<file path="src/rtl/i2c_ad_pkg.sv">
// Package: shared widths for the address recognizer.
// Assumes a standard 7-bit address followed by one direction bit.
package i2c_ad_pkg;
    localparam int ADDR_W  = 7;
    localparam int BYTE_W  = ADDR_W + 1;
    localparam int SYNC_N  = 2;
endpackage

</file>
<file path="src/rtl/i2c_ad_sync.sv">
// Module: bus line synchronizer and condition detector.
// Brings SCL/SDA into the clock domain through SYNC_N flops, keeps one
// extra history stage, and flags SCL rising, START and STOP.
// Assumes the idle bus is high; reset loads ones so no false event appears.
module i2c_ad_sync #(
    parameter int SYNC_N = 2
) (
    input  logic clk,
    input  logic rst_n,
    input  logic scl_i,
    input  logic sda_i,
    output logic sda_s,
    output logic scl_rise,
    output logic start_ev,
    output logic stop_ev
);
    logic [SYNC_N-1:0] scl_ff, sda_ff;
    logic              scl_p, sda_p;
    logic              scl_s;

    // Synchronizer chains, one per line.
    always_ff @(posedge clk) begin
        if (!rst_n) begin
            scl_ff <= '1;
            sda_ff <= '1;
        end else begin
            scl_ff <= {scl_ff[SYNC_N-2:0], scl_i};
            sda_ff <= {sda_ff[SYNC_N-2:0], sda_i};
        end
    end

    assign scl_s = scl_ff[SYNC_N-1];
    assign sda_s = sda_ff[SYNC_N-1];

    // History stage for edge detection.
    always_ff @(posedge clk) begin
        if (!rst_n) begin
            scl_p <= 1'b1;
            sda_p <= 1'b1;
        end else begin
            scl_p <= scl_s;
            sda_p <= sda_s;
        end
    end

    // Conditions: SDA moving while SCL stays high.
    always_comb begin
        scl_rise = scl_s & ~scl_p;
        start_ev = scl_s & scl_p & sda_p & ~sda_s;
        stop_ev  = scl_s & scl_p & ~sda_p & sda_s;
    end
endmodule

</file>
<file path="src/rtl/i2c_ad_shift.sv">
// Module: first-byte shifter.
// Arms on START, shifts BYTE_W bits MSB first on SCL rises, then pulses
// byte_valid for one cycle and disarms until the next START.
// Assumes START/STOP never coincide with an SCL rise (protocol guarantee).
module i2c_ad_shift #(
    parameter int BYTE_W = 8
) (
    input  logic              clk,
    input  logic              rst_n,
    input  logic              sda_s,
    input  logic              scl_rise,
    input  logic              start_ev,
    input  logic              stop_ev,
    output logic [BYTE_W-1:0] byte_q,
    output logic              byte_valid
);
    localparam int CNT_W = $clog2(BYTE_W + 1);
    localparam logic [CNT_W-1:0] LAST = CNT_W'(BYTE_W - 1);

    logic             armed;
    logic [CNT_W-1:0] cnt;

    // Bit counter, arming and shift register.
    always_ff @(posedge clk) begin
        if (!rst_n) begin
            armed      <= 1'b0;
            cnt        <= '0;
            byte_q     <= '0;
            byte_valid <= 1'b0;
        end else begin
            byte_valid <= 1'b0;
            if (start_ev) begin
                armed <= 1'b1;
                cnt   <= '0;
            end else if (stop_ev) begin
                armed <= 1'b0;
                cnt   <= '0;
            end else if (scl_rise && armed) begin
                byte_q <= {byte_q[BYTE_W-2:0], sda_s};
                if (cnt == LAST) begin
                    cnt        <= '0;
                    armed      <= 1'b0;
                    byte_valid <= 1'b1;
                end else begin
                    cnt <= cnt + 1'b1;
                end
            end
        end
    end

    // any START or STOP leaves the counter at bit zero.
    p_abort_clears_r9: assert property (@(posedge clk) disable iff (!rst_n)
        (start_ev || stop_ev) |=> (cnt == '0));
    // the counter never runs past the last bit.
    p_cnt_bound_r3: assert property (@(posedge clk) disable iff (!rst_n)
        cnt <= LAST);
    // a completed byte is reported once, then the shifter is idle.
    p_single_pulse_r11: assert property (@(posedge clk) disable iff (!rst_n)
        byte_valid |-> !armed);
endmodule

</file>
<file path="src/rtl/i2c_ad_cmp.sv">
// Module: masked address comparator.
// One comparator per address bit, each bypassed by its mask bit; the
// general-call test is separate and never masked.
// Purely combinational; the caller samples on byte_valid.
module i2c_ad_cmp #(
    parameter int ADDR_W = 7
) (
    input  logic [ADDR_W-1:0] rx_addr,
    input  logic [ADDR_W-1:0] own_addr,
    input  logic [ADDR_W-1:0] mask,
    input  logic              gc_en,
    output logic              own_hit,
    output logic              gc_hit
);
    logic [ADDR_W-1:0] bit_ok;

    // Per-bit compare with mask bypass.
    for (genvar i = 0; i < ADDR_W; i++) begin : g_bit
        assign bit_ok[i] = mask[i] | ~(rx_addr[i] ^ own_addr[i]);
    end

    // Reduce bit results; general call checks all bits unmasked.
    always_comb begin
        own_hit = &bit_ok;
        gc_hit  = gc_en & (rx_addr == '0);
    end
endmodule

</file>
<file path="src/rtl/i2c_addr_detect.sv">
// Module: I2C slave address recognizer (top).
// Holds the own-address and mask registers, joins synchronizer, shifter
// and comparator, and keeps the sticky event flag with its status bits.
// Assumes flag_clr is a single-cycle pulse from a register write.
module i2c_addr_detect #(
    parameter int ADDR_W = i2c_ad_pkg::ADDR_W,
    parameter int SYNC_N = i2c_ad_pkg::SYNC_N
) (
    input  logic              clk,
    input  logic              rst_n,
    input  logic              scl_i,
    input  logic              sda_i,
    input  logic              own_wr,
    input  logic              mask_wr,
    input  logic [ADDR_W:0]   wdata,
    output logic [ADDR_W:0]   own_rd,
    output logic [ADDR_W:0]   mask_rd,
    input  logic              flag_clr,
    input  logic              irq_en,
    input  logic              glob_irq_en,
    output logic              evt_flag,
    output logic              gcall_hit,
    output logic              rw_dir,
    output logic              irq
);
    localparam int REG_W = ADDR_W + 1;

    logic [REG_W-1:0]  own_q;
    logic [ADDR_W-1:0] mask_q;
    logic              sda_s, scl_rise, start_ev, stop_ev;
    logic [REG_W-1:0]  byte_q;
    logic              byte_valid;
    logic              own_hit, gc_hit;
    logic              load;

    // Register file: own address plus enable, and the 7-bit mask.
    always_ff @(posedge clk) begin
        if (!rst_n) begin
            own_q  <= '0;
            mask_q <= '0;
        end else begin
            if (own_wr)  own_q  <= wdata;
            if (mask_wr) mask_q <= wdata[REG_W-1:1];
        end
    end

    assign own_rd  = own_q;
    assign mask_rd = {mask_q, 1'b0};

    i2c_ad_sync #(.SYNC_N(SYNC_N)) sync_i (
        .clk      (clk),
        .rst_n    (rst_n),
        .scl_i    (scl_i),
        .sda_i    (sda_i),
        .sda_s    (sda_s),
        .scl_rise (scl_rise),
        .start_ev (start_ev),
        .stop_ev  (stop_ev)
    );

    i2c_ad_shift #(.BYTE_W(REG_W)) shift_i (
        .clk        (clk),
        .rst_n      (rst_n),
        .sda_s      (sda_s),
        .scl_rise   (scl_rise),
        .start_ev   (start_ev),
        .stop_ev    (stop_ev),
        .byte_q     (byte_q),
        .byte_valid (byte_valid)
    );

    i2c_ad_cmp #(.ADDR_W(ADDR_W)) cmp_i (
        .rx_addr  (byte_q[REG_W-1:1]),
        .own_addr (own_q[REG_W-1:1]),
        .mask     (mask_q),
        .gc_en    (own_q[0]),
        .own_hit  (own_hit),
        .gc_hit   (gc_hit)
    );

    // Accept a compare result only while the flag is clear.
    assign load = byte_valid & (own_hit | gc_hit) & ~evt_flag;

    // Sticky flag with latched status; clear pulse drops the flag.
    always_ff @(posedge clk) begin
        if (!rst_n) begin
            evt_flag  <= 1'b0;
            gcall_hit <= 1'b0;
            rw_dir    <= 1'b0;
        end else if (load) begin
            evt_flag  <= 1'b1;
            gcall_hit <= gc_hit;
            rw_dir    <= byte_q[0];
        end else if (flag_clr) begin
            evt_flag  <= 1'b0;
        end
    end

    // Interrupt gating by local and global enables.
    assign irq = evt_flag & irq_en & glob_irq_en;

    // flag holds until cleared.
    p_flag_sticky_r7: assert property (@(posedge clk) disable iff (!rst_n)
        (evt_flag && !flag_clr) |=> evt_flag);
    // a clear pulse on a set flag drops it.
    p_flag_clear_r7: assert property (@(posedge clk) disable iff (!rst_n)
        (evt_flag && flag_clr) |=> !evt_flag);
    // status bits do not move while the flag is set.
    p_status_hold_r7: assert property (@(posedge clk) disable iff (!rst_n)
        evt_flag |=> ($stable(gcall_hit) && $stable(rw_dir)));
    // the flag only rises after a completed byte.
    p_flag_source_r3: assert property (@(posedge clk) disable iff (!rst_n)
        $rose(evt_flag) |-> $past(byte_valid));
    // general-call status requires an all-zero address and the enable.
    p_gc_zero_r5: assert property (@(posedge clk) disable iff (!rst_n)
        ($rose(evt_flag) && gcall_hit) |-> ($past(byte_q[REG_W-1:1]) == '0 && $past(own_q[0])));
endmodule

</file>
<file path="config.mk">
export PLATFORM = sky130hd
export DESIGN_NAME = i2c_addr_detect
export DESIGN_NICKNAME = d
export VERILOG_FILES = /design/src/rtl/i2c_ad_pkg.sv /design/src/rtl/i2c_ad_sync.sv /design/src/rtl/i2c_ad_shift.sv /design/src/rtl/i2c_ad_cmp.sv /design/src/rtl/i2c_addr_detect.sv
export SDC_FILE = /design/constraint.sdc
export NUM_CORES = 1
export LEC_CHECK = 0
export BUFFER_PORTS_ARGS = -buffer_cell sky130_fd_sc_hd__buf_2
export CORE_UTILIZATION = 56
export DETAILED_ROUTE_END_ITERATION = 10
export GPL_ROUTABILITY_DRIVEN = 0
export PLACE_DENSITY_LB_ADDON = 0.25
export SLEW_MARGIN = 20
export SYNTH_ARGS = -nofsm -noshare
export SYNTH_HDL_FRONTEND = slang
export SYNTH_SLANG_ARGS = --single-unit
</file>
<file path="constraint.sdc">
create_clock -name clk -period 2.85 [get_ports clk]
set_clock_uncertainty 0.1 [all_clocks]
set_input_delay 0.57 -clock clk [delete_from_list [all_inputs] [get_ports clk]]
set_output_delay 0.57 -clock clk [all_outputs]
set_load 0.05 [all_outputs]
</file>
* Word level (Yosys, flattened, before mapping)
Index checks and enable logic that the tools add are counted.
Word-level totals: ROM bits 0, RAM bits 0, bits in registers 38, logic and storage cells 74, memories 0, latch bits 0
Cells by class: reduce and logical (&&, ||, !) cells 10, bitwise operators 41, muxes and demuxes 8, order comparisons 0, equal/unequal tests 1, divide/modulo/power cells 0, add/subtract/negate cells 1, $mul 0, shift operators 0
Operators with widths (number):
- 1-bit NOT | 15
- 1-bit bitwise AND | 11
- 1-bit OR | 8
- 7-bit logical NOT | 1
- 1-bit two-way mux | 7
- 7-bit AND reduction | 1
- 1-bit bitwise XOR | 7
- 3-bit nonzero test | 2
- 4-bit by 1-bit adder with 4-bit output, second input constant | 1
- 4-bit by 3-bit == test with 1-bit output, second input constant | 1
- 4-bit two-way mux | 1
- 4-bit OR reduction | 1
- 3-bit AND reduction | 1
- 3-bit OR reduction | 1
- 2-bit AND reduction | 1
- 2-bit nonzero test | 1
- 1-bit logical AND | 1

* Depth between registers and ports, before layout
depth after elaboration 8, gate-level depth with buffers 5, depth with buffers taken out 5

* Cells and area by module
A second synthesis with hierarchy kept.
Second synthesis, totals: cells, all modules 152, area, all modules 1585.3 um2
Modules (own cells, without submodules):
- i2c_addr_detect | cells each 66, area an instance 719.4 um2, times used 1, sequential area each 360.3 um2
- i2c_ad_shift | cells each 56, area an instance 571.8 um2, times used 1, sequential area each 280.3 um2
- i2c_ad_sync | cells each 15, area an instance 183.9 um2, times used 1, sequential area each 120.1 um2
- i2c_ad_cmp | cells each 15, area an instance 110.1 um2, times used 1, sequential area each 0.0 um2

* Worst setup path before layout
No wires, ideal clock.
path type reg-to-output, start reg evt_flag, end out irq, arrival 1.205 ns, data required time 2.180 ns, buffers on the path 0, stages on the path, launching flop included 2, slack 0.975 ns, path through dfxtp_1 -> and3_1
On the way: word-level cells in the longest chain between the ends 2
Ends and longest elaborated chain:
- start: declaration | line i2c_addr_detect.sv:21 | output logic evt_flag,
- start signal: assignment | line i2c_addr_detect.sv:87 | evt_flag <= 1'b0;
- start signal: assignment | line i2c_addr_detect.sv:91 | evt_flag <= 1'b1;
- start signal: assignment | line i2c_addr_detect.sv:95 | evt_flag <= 1'b0;
- 1-bit bitwise AND (2 in series) | line i2c_addr_detect.sv:100 | assign irq = evt_flag & irq_en & glob_irq_en;
- end: declaration | line i2c_addr_detect.sv:24 | output logic irq
No other way between the ends.

* Worst setup path after layout
Ends and elaborated chain as after synthesis.

==> summary.txt <==
Outcome
  – Outcome: finished clean

Synthesis
  – Mapped Area: approximately 1600 sq um
  – Yosys warning total: 0
  – Most common cell in the synthesized netlist: dfxtp_1
  – Mapped Cells: around 160
  – Register area share after synthesis: between 40% and 50%
  – Post-synth top flop: dfxtp_1
  – Asr flop ratio synth: 0%
  – Share of Yosys cell area claimed by the top area cell type: between 40% and 50%
  – Syn_nets: around 180
  – Synth unique cells: 30
  – Top cells by count, synth: 38 x dfxtp_1, 25 x nand2_1, 17 x mux2i_1, 17 x nor2b_1, 9 x a21boi_0
  – Avg Inst Size Synth: 9.63 sq um
  – Synthesized flop and latch total: 38
  – Top post-synthesis cells by area: dfxtp_1 48%, mux2i_1 11%, nor2b_1 6.8%
  – Synth area leader: dfxtp_1
  – Number of synthesized flops with an enable pin: 0

Flow run
  – Max-Cap Viols: 0

Power
  – Total power: approximately 0.00098 W
  – Maximum vdd drop: 0.000416 V
  – PwrDens: roughly 540 nW/um^2
  – Leak pwr: roughly 0.79 nW

Critical path
  – CP delay by family, top: flip-flops
  – R2R Setup Slk: ~1.4 ns
  – Crit path max-delay cell type: dfxtp_1
  – Crit start category: register
  – CP Cell Sequence: and3_1, buf_2
  – Buf/Inv on CP: 1
  – Worst-path maximum fanout: 4
  – Worst path max stage delay: just under 0.4 ns
  – CP Class: register to output port
  – CP Capture Type: output port
  – Worst Path Required: 2.18 ns
  – CP arrival: 1.14 ns

GRT
  – Total track usage: a little over a fifth
  – Initial antenna violation count: 0
  – Vias in the first global route: roughly 1100
  – Largest net degree at the start of global routing: 36
  – First-pass GRT wire length: about 4.7 mm
  – Grt total ovfl: 0

CTS
  – Clock slew at reported path FFs: between 0.1 and 0.15 ns
  – CTS max path bufs: 2
  – CTS Sinks: 38
  – Number of hold buffers added after CTS: 0
  – Cts repair resizes: 0
  – H-tree levels: 2
  – Root Buffer: clkbuf_4
  – Num CTS Buffers: 5
  – Worst-skew pair later-pin latency: around 0.34 ns
  – TritonCTS clock tree: done
  – Post-CTS Setup Bufs: 0

Timing
  – Worst slew pin tran: ~0.55 ns
  – Max transition margin: between 60 and 70%
  – # setup viols final: 0
  – Final hold viol count: 0
  – Fin crit share: a little under two thirds
  – Max Slew Vio Count: 0
  – Final Critical Period: about 1.8 ns
  – Unrepaired setup endpoints after global routing: false
  – Max Freq: around 550 MHz
  – Worst setup margin: about 1.0 ns
  – Hold Slack: 0.315 ns
  – Setup TNS: 0 ns

Floorplanning
  – Die area: 3020 sq um
  – Row count: 18
  – # IOs: 37
  – Initial Util: 61.1%
  – Die Wd: approximately 55 um
  – Core Box Area: 2570 sq um
  – Die Y: 54.9 um

Final layout
  – Utilization after layout: a little over two thirds
  – Layout cells sized above 1: between 20 and 25%
  – Area Growth Syn to Fin: 14.6%
  – Fin nets: roughly 210
  – Number of diodes: 0

Route
  – Routed WL: about 2.8 mm
  – DRC Markers: 0
  – Detail Route Antenna Nets: 0
  – Via/cell ratio: 5.23
  – Via count: roughly 1200
  – 1st-iter DRT viols: 26
  – Router iterations before antenna repair: 4
  – Routed wire per std cell: approximately 12 um

Place
  – DP Worst Slack: approximately 1.1 ns
  – I/O Buffers: 35
  – Post-detail-place hpwl: ~2.0 mm

Hold path
  – Hold Path Class: input pin to register
-- per-layer routing --
layer / GRT usage [%] / vias to the layer above / wire length, um
li1: - / 607 / -
met1: 27.2 / 537 / 1360
met2: 36.5 / 36 / 1280
met3: 5.74 / 8 / 134
met4: 7.92 / 0 / 43
met5: 0 / - / 0
-- sequential cells by signal, summed over array words and instances, names as in the netlist --
signal / count
shift_i.byte_valid: 1
sync_i.scl_ff: 2
own_rd: 8
rw_dir: 1
sync_i.sda_ff: 2
shift_i.armed: 1
sync_i.sda_p: 1
shift_i.cnt: 4
sync_i.scl_p: 1
gcall_hit: 1
shift_i.byte_q: 8
mask_q: 7
evt_flag: 1
-- stage by stage --
step | cells | area [sq um]
CTS | 227 | 1800
finish | 227 | 1800
global route | 227 | 1800
floorplan | 163 | 1570
detailed placement | 219 | 1740
global placement | 219 | 1740
-- where the power goes --
part,switching [W],internal (W)
Clock,0.000169,0.000120
Combinational,0.0000816,0.0000438
Sequential,0.0000133,0.000548
Total,0.000264,0.000711
-- path summary, 6_finish.rpt --
check / endpoint / depth (start not counted) / startpoint
min: sync_i.sda_ff[0] / 2 / sda_i
min reg2reg: sync_i.sda_ff[1] / 1 / sync_i.sda_ff[0]
max: irq / 2 / evt_flag
max reg2reg: shift_i.cnt[3] / 4 / sync_i.scl_ff[1]
-- cells in the final DEF (no fill, tap or decap), drive strengths merged --
master / synthesis / routed
dfxtp: 38 / 38
buf: 4 / 35
nand2: 25 / 25
nor2b: 18 / 18
mux2i: 17 / 17
a21boi: 10 / 10
xnor2: 8 / 8
nand2b: 7 / 7
clkbuf: 5 / 7
nor2: 6 / 6
o21ai: 5 / 5
o22ai: 3 / 3
and3b: 2 / 2
nand4: 2 / 2
a21oi: 2 / 2
nor4: 2 / 2
and3: 1 / 1
nand3b: 1 / 1
a41oi: 1 / 1
inv: 1 / 1
a22oi: 1 / 1
xor2: 1 / 1
nor3: 1 / 1
ha: 1 / 1
conb: 1 / 1
clkinv: 0 / 1
-- layout make-up --
type                       count  area, sq um
tap                           30         37.5
inverter                       1         3.75
timing repair buffer          35          175
multi-input combinational    115          761
clock buffer                   7         55.1
clock inverter                 1         5.00
fill                         212          769
sequential                    38          761
-- cell families (layout without fill, tap and decap cells) --
| family | Yosys count | in the layout | share of synthesized area (%) |
|---|---|---|---|
| adders and majority gates | 1 | 1 | 0.797 |
| DFF | 38 | 38 | 48.5 |
| and+or+nand+nor | 65 | 65 | 21.9 |
| other | 1 | 1 | 0.239 |
| xor gates and xnor gates | 9 | 9 | 5.02 |
| muxes | 17 | 17 | 10.8 |
| AOI/OAI and AO/OA | 22 | 22 | 9.73 |
| buffers and inverters | 10 | 44 | 3.03 |
No activity file was read; power rests on OpenSTA's default activity.
